### src/rtl/flash_cmd_decoder.sv
module flash_cmd_decoder #(
  parameter int AW = 19,
  parameter int CMD_BITS = 15,
  parameter int SECT_BITS = 12,
  parameter logic [7:0] MFR_ID = 8'hBF,
  parameter logic [7:0] DEV_ID = 8'hB7
) (
  input  logic          clk,
  input  logic          rst_n,
  input  logic          wr_stb,
  input  logic          ce_n,
  input  logic          oe_n,
  input  logic [AW-1:0] wr_addr,
  input  logic [7:0]    wr_data,
  input  logic          busy_i,
  input  logic [AW-1:0] rd_addr,
  output logic          prog_req,
  output logic          serase_req,
  output logic          cerase_req,
  output logic [AW-1:0] op_addr,
  output logic [7:0]    op_data,
  output logic          id_mode,
  output logic [7:0]    id_byte
);
  localparam logic [CMD_BITS-1:0] KEY_A = CMD_BITS'(16'h5555);
  localparam logic [CMD_BITS-1:0] KEY_B = CMD_BITS'(16'h2AAA);

  typedef enum logic [2:0] {S_IDLE, S_K1, S_K2, S_PROG, S_E3, S_E4, S_E5} st_t;

  st_t  st, nxt;
  logic go_p, go_s, go_c, id_set, id_clr;

  wire take = wr_stb & ~ce_n & oe_n & ~busy_i;
  wire at_a = wr_addr[CMD_BITS-1:0] == KEY_A;
  wire at_b = wr_addr[CMD_BITS-1:0] == KEY_B;
  wire key1 = at_a && wr_data == 8'hAA;
  wire key2 = at_b && wr_data == 8'h55;

  always_comb begin
    nxt = st;
    go_p = 1'b0;
    go_s = 1'b0;
    go_c = 1'b0;
    id_set = 1'b0;
    id_clr = 1'b0;
    if (take) begin
      case (st)
        S_IDLE: nxt = key1 ? S_K1 : S_IDLE;
        S_K1:   nxt = key2 ? S_K2 : S_IDLE;
        S_K2: begin
          nxt = S_IDLE;
          if (at_a) begin
            case (wr_data)
              8'hA0: nxt = S_PROG;
              8'h80: nxt = S_E3;
              8'h90: id_set = 1'b1;
              8'hF0: id_clr = 1'b1;
              default: ;
            endcase
          end
        end
        S_PROG: begin
          nxt = S_IDLE;
          go_p = 1'b1;
        end
        S_E3: nxt = key1 ? S_E4 : S_IDLE;
        S_E4: nxt = key2 ? S_E5 : S_IDLE;
        S_E5: begin
          nxt = S_IDLE;
          if (wr_data == 8'h30) go_s = 1'b1;
          else if (wr_data == 8'h10 && at_a) go_c = 1'b1;
        end
        default: nxt = S_IDLE;
      endcase
    end
  end

  always_ff @(posedge clk or negedge rst_n) begin
    if (!rst_n) begin
      st <= S_IDLE;
      prog_req <= 1'b0;
      serase_req <= 1'b0;
      cerase_req <= 1'b0;
      op_addr <= '0;
      op_data <= '0;
      id_mode <= 1'b0;
    end else begin
      st <= nxt;
      prog_req <= go_p;
      serase_req <= go_s;
      cerase_req <= go_c;
      if (go_p | go_c) op_addr <= wr_addr;
      else if (go_s) op_addr <= {wr_addr[AW-1:SECT_BITS], SECT_BITS'(0)};
      if (go_p | go_s | go_c) op_data <= wr_data;
      if (id_set) id_mode <= 1'b1;
      else if (id_clr) id_mode <= 1'b0;
    end
  end

  assign id_byte = !id_mode ? 8'h00 :
                   rd_addr == '0 ? MFR_ID :
                   rd_addr == AW'(1) ? DEV_ID : 8'h00;
endmodule

### config.mk
export PLATFORM = sky130hd
export DESIGN_NAME = flash_cmd_decoder
export DESIGN_NICKNAME = d
export VERILOG_FILES = /design/src/rtl/flash_cmd_decoder.sv
export SDC_FILE = /design/constraint.sdc
export NUM_CORES = 1
export LEC_CHECK = 0
export ABC_CLOCK_PERIOD_IN_PS = 2770
export BUFFER_PORTS_ARGS = -buffer_cell sky130_fd_sc_hd__buf_2
export CAP_MARGIN = 20
export CORE_MARGIN = 10
export CORE_UTILIZATION = 35
export DETAILED_ROUTE_END_ITERATION = 8
export PLACE_DENSITY = 0.66
export SYNTH_ARGS = -nofsm -noshare
export SYNTH_HDL_FRONTEND = slang
export SYNTH_SLANG_ARGS = --single-unit
### constraint.sdc
create_clock -name clk -period 2.77 [get_ports clk]
set_clock_uncertainty 0.2 [all_clocks]
set_input_delay 0.277 -clock clk [delete_from_list [all_inputs] [get_ports clk]]
set_output_delay 0.277 -clock clk [all_outputs]
set_load 0.01 [all_outputs]
Word-level counts from Yosys, hierarchy flattened
Index checks and enable logic that the tools add are counted.

Bits in read-only memories: 0. Memories kept: 0. Output and inout bits: 39. Bits in writable memories: 0. Flip-flop bits (word level): 34. Bits in latches: 0. Logic and storage cells: 70. Input port bits: 52.

$mul: 0. Bitwise operators: 8. Add/subtract/negate cells: 0. Div/mod/pow operators: 0. Muxes and demuxes: 31. Equal/unequal tests: 17. Shifts and indexed selects: 0. Reduce and logical (&&, ||, !) cells: 7. Order comparisons: 0.

Operator list (count): equality test 8 bit (second input constant) (5); two-way mux 19 bit (2); two-way mux 8 bit (3); two-way mux 1 bit (20); equality test 19 x 1 -> 1 bit (second input constant) (1); zero test 19 bit (1); equality test 15 x 14 -> 1 bit (second input constant) (1); equality test 15 bit (second input constant) (1); case mux 3 bit (5 select lines) (1); equality test 3 bit (second input constant) (3); two-way mux 3 bit (3); equality test 8 x 5 -> 1 bit (second input constant) (1); equality test 8 x 6 -> 1 bit (second input constant) (1); equality test 8 x 7 -> 1 bit (second input constant) (1); equality test 3 x 2 -> 1 bit (second input constant) (2); case mux 3 bit (2 select lines) (1); nonzero test 2 bit (2); AND 1 bit (3); equality test 3 x 1 -> 1 bit (second input constant) (1); logical AND 1 bit (3); zero test 3 bit (1); OR 1 bit (3); two-way mux 2 bit (1); inverter 1 bit (2).

Longest topological paths before layout
Word-level depth: 8. Mapped depth: 7. Mapped depth without buffers: 5.

Least setup slack after synthesis
Ideal clock, no wire load.

Kind: reg2out. Start: reg id_mode. End: out id_byte[3]. Arrival time: 1793 ps. Stages on the path, launching flop included: 5. Data required time: 2293 ps. Buffers on the path: 0. Setup slack: 500 ps. Cells stage by stage: dfrtp_1 -> nor4b_1 -> nand4_1 -> nor4_1 -> nor2b_1.

Longest elaborated chain between the ends: 1.

Ends and longest elaborated chain: from (decl) (line 22) `output logic id_mode,`; from (signal assigned) (line 86) `id_mode <= 1'b0;`; from (signal assigned) (line 95) `if (id_set) id_mode <= 1'b1;`; from (signal assigned) (line 96) `else if (id_clr) id_mode <= 1'b0;`; two-way mux 8 bit (line 100) `assign id_byte = !id_mode ? 8'h00 :`; to (decl) (line 23) `output logic [7:0] id_byte`.

No other way between the ends.

Worst setup path in the final report
Start: reg st[1]. End: reg op_data[7].

Longest elaborated chain between the ends: 5. Elaborated cells on any way between the ends: 10. Those cells by class: eq/ne (2); mux (6); bitwise (2).

Ends and longest elaborated chain: from (decl) (line 30) `st_t st, nxt;`; from (signal assigned) (line 88) `st <= nxt;`; equality test 3 x 2 -> 1 bit (line 47) `case (st)`; two-way mux 1 bit (line 47); two-way mux 1 bit (line 46) `if (take) begin`; via go_p (line 31) `logic go_p, go_s, go_c, id_set, id_clr;`; OR 1 bit (2 in a row) (line 94) `if (go_p | go_s | go_c) op_data <= wr_data;`; to (signal assigned) (line 94); to (decl) (line 21) `output logic [7:0] op_data,`.

The timed path passes the listed nets, and every way through them passes these cells. A chain may end at the register's enable or synchronous reset.

==> run metrics <==
complex-gate fraction of the synthesized area=9.33%; top-count cell post-synth=dfrtp_1; core area=4790 sq um; area grow syn2layout=32.1%; CTS root buffer=clkbuf_8; Skew-Pair Late Insertion Delay=280 ps; minimum hold slack=13.9 ps; crit path kind=register to register; status=complete, no violations; Max-Cap Viols=0; worst slew pin tran=743 ps; FF-to-FF Start=st[1]; GRT Total Usage=11.5%; Hold Path Origin=wr_addr[16]; Ports=91; leakage power=1.23 nW; Remaining DRCs=0; Final nets=306; f_max=453 MHz; via count=1491; Final min period=2210 ps; cell area after synthesis=1760 sq um; CP Launch Type=register; CTS tree=done; Yosys Warn Count=0; CTS clk-pin slew, worst paths=70 ps; adder-cell share of the synthesized area=0%; Post-synth top flop=dfrtp_1; GRT overflow=0; overall power=0.000934 W; synthesized flop and latch total=34; simple-gate share of the synthesized area=25.6%; overall routed net length=4810 um; TNS Setup=0 ps; main combinational cell family by area after synthesis=simple AND/OR/NAND/NOR gates; Cell variety after synth=43; fill count=443; multiplexer share of the synthesized area=9.54%; Antenna Nets Post-Route=0; PwrDens=403 nW/um^2; Final Wtd Congestion=0.801; Initial Util=36.7%; period utilization=79.7%; Post-Synth XOR/XNOR Area=0%; DRT iter0 DRCs=82; Die H=90.8 um; hpwl dp=3940 um; max-slew violation count=0; TritonCTS buffer count=5; Longest Clk Path Bufs=2; antenna cells=0; DR pass1 iterations=4; slew margin rel.=50.5%; worst hold path type=input port to register; post-synthesis sequential area ratio=48.4%; final hold violation count=0; PortBufs=89; first-pass GRT wire length=7900 um; Critical Path Fanout Max=18; antenna violations before repair=0; cells after synthesis=166; vias in the first global route=1599; Final WS setup=562 ps; Synth Net Count=218; Routed wire per std cell=15.0 um; worst setup path startpoint=st[1]; RSZ-0062 raised after global routing=false; most instantiated cells after synthesis=dfrtp_1, nand2_1, o21ai_0; die area=8250 sq um; worst slack at placement=408 ps; CP Capture Type=register; layout cells sized above 1=44.5%; Peak VDD IR=0.163 mV; largest net degree at the start of global routing=35; Yosys top cell by area=dfrtp_1; asr flop ratio synth=100%; # rows=25; Via density=4.64; area fraction of the dominant cell type after synthesis=48.4%; H-tree levels=2; Avg Cell Area, Syn=10.6 sq um; Critical Path AT=2170 ps; Setup Fix Bufs, Post-CTS=0; fin util=48.5%; Post-synth EDFFs=0; clock sink count=34; Synth area leaders=dfrtp_1, mux2_1, o21ai_0, nand2_1, buf_4; Worst Path Required=2730 ps; Die Wd=90.8 um; final setup vio count=0
## critical path, cell delays in order, from the launching register on
cell and delay [ps]:
dfrtp_1 470, nand2_1 130, nor3_4 320, nor3_1 140
nor2_4 430, mux2_2 390
## sequential cells by signal, summed over array words and instances, names as in the netlist
name	cells
op_addr	19
cerase_req	1
prog_req	1
serase_req	1
st	3
id_mode	1
op_data	8
## area by class of cell
cell class,instances,area (sq um),area share [%]
Sequential cell,34,851,36.7
Multi-Input combinational cell,109,792,34.1
Timing Repair Buffer,92,470,20.3
Tap cell,67,83.8,3.61
Clock buffer,5,68.8,2.96
Inverter,12,45.0,1.94
Clock inverter,2,10.0,0.431
## per-layer routing
layer | track usage [%] | up-vias | routed length, um
li1 | - | 760 | -
met2 | 19.7 | 40 | 2470
met4 | 2.74 | 0 | 32
met3 | 4.66 | 4 | 297
met5 | 0 | - | 0
met1 | 13.1 | 687 | 2020
## placed cells by master (no fill, tap or decap), types with 3 or more instances in the layout
master	n
buf_2	89
dfrtp_1	34
nand2_1	20
o21ai_0	16
inv_1	12
mux2_1	10
nor2_1	7
clkbuf_8	5
nor4_1	4
nor3_1	4
nor4bb_1	4
mux2_2	4
nand4bb_1	3
nand4_1	3
nor2b_1	3
## power breakdown
group	leakage (nW)	switching, W	internal (W)	total, W
Clock	0.0438	0.000169	0.000168	0.000337
Combinational	0.769	0.0000490	0.0000434	0.0000924
Sequential	0.419	0.00000255	0.000502	0.000504
Total	1.23	0.000221	0.000714	0.000934
## stage by stage
stage               instances  cell area, sq um
detailed placement        313              2230
CTS                       321              2310
finish                    321              2320
global route              321              2320
floorplan                 166              1760
global placement          313              2230
## path summary, 6_finish.rpt
kind / to / slack (ps) / cells past startpoint
min: op_addr[16] / 10 / 2
max reg2reg: op_data[7] / 560 / 5
max in group asynchronous: op_data[4] / 1490 / 2
min reg2reg: op_addr[17] / 280 / 1
min in group asynchronous: st[1] / 410 / 2
max: op_data[7] / 560 / 5
## repair_timing
| action | in CTS | in global routing |
|---|---|---|
| hold buffers | 1 | 0 |
| resized for setup | 0 | 1 |
| setup endpoints to repair | 0 | 1 |
| hold endpoints to repair | 34 | 0 |
## kinds of logic after synthesis
family,count (synthesis)
AND/OR/NAND/NOR,66
flip-flops,34
AO/OA/AOI/OAI,27
buffers and inverters,23
multiplexers,15
other,1
Note: power is estimated with default switching activity, not from simulation.
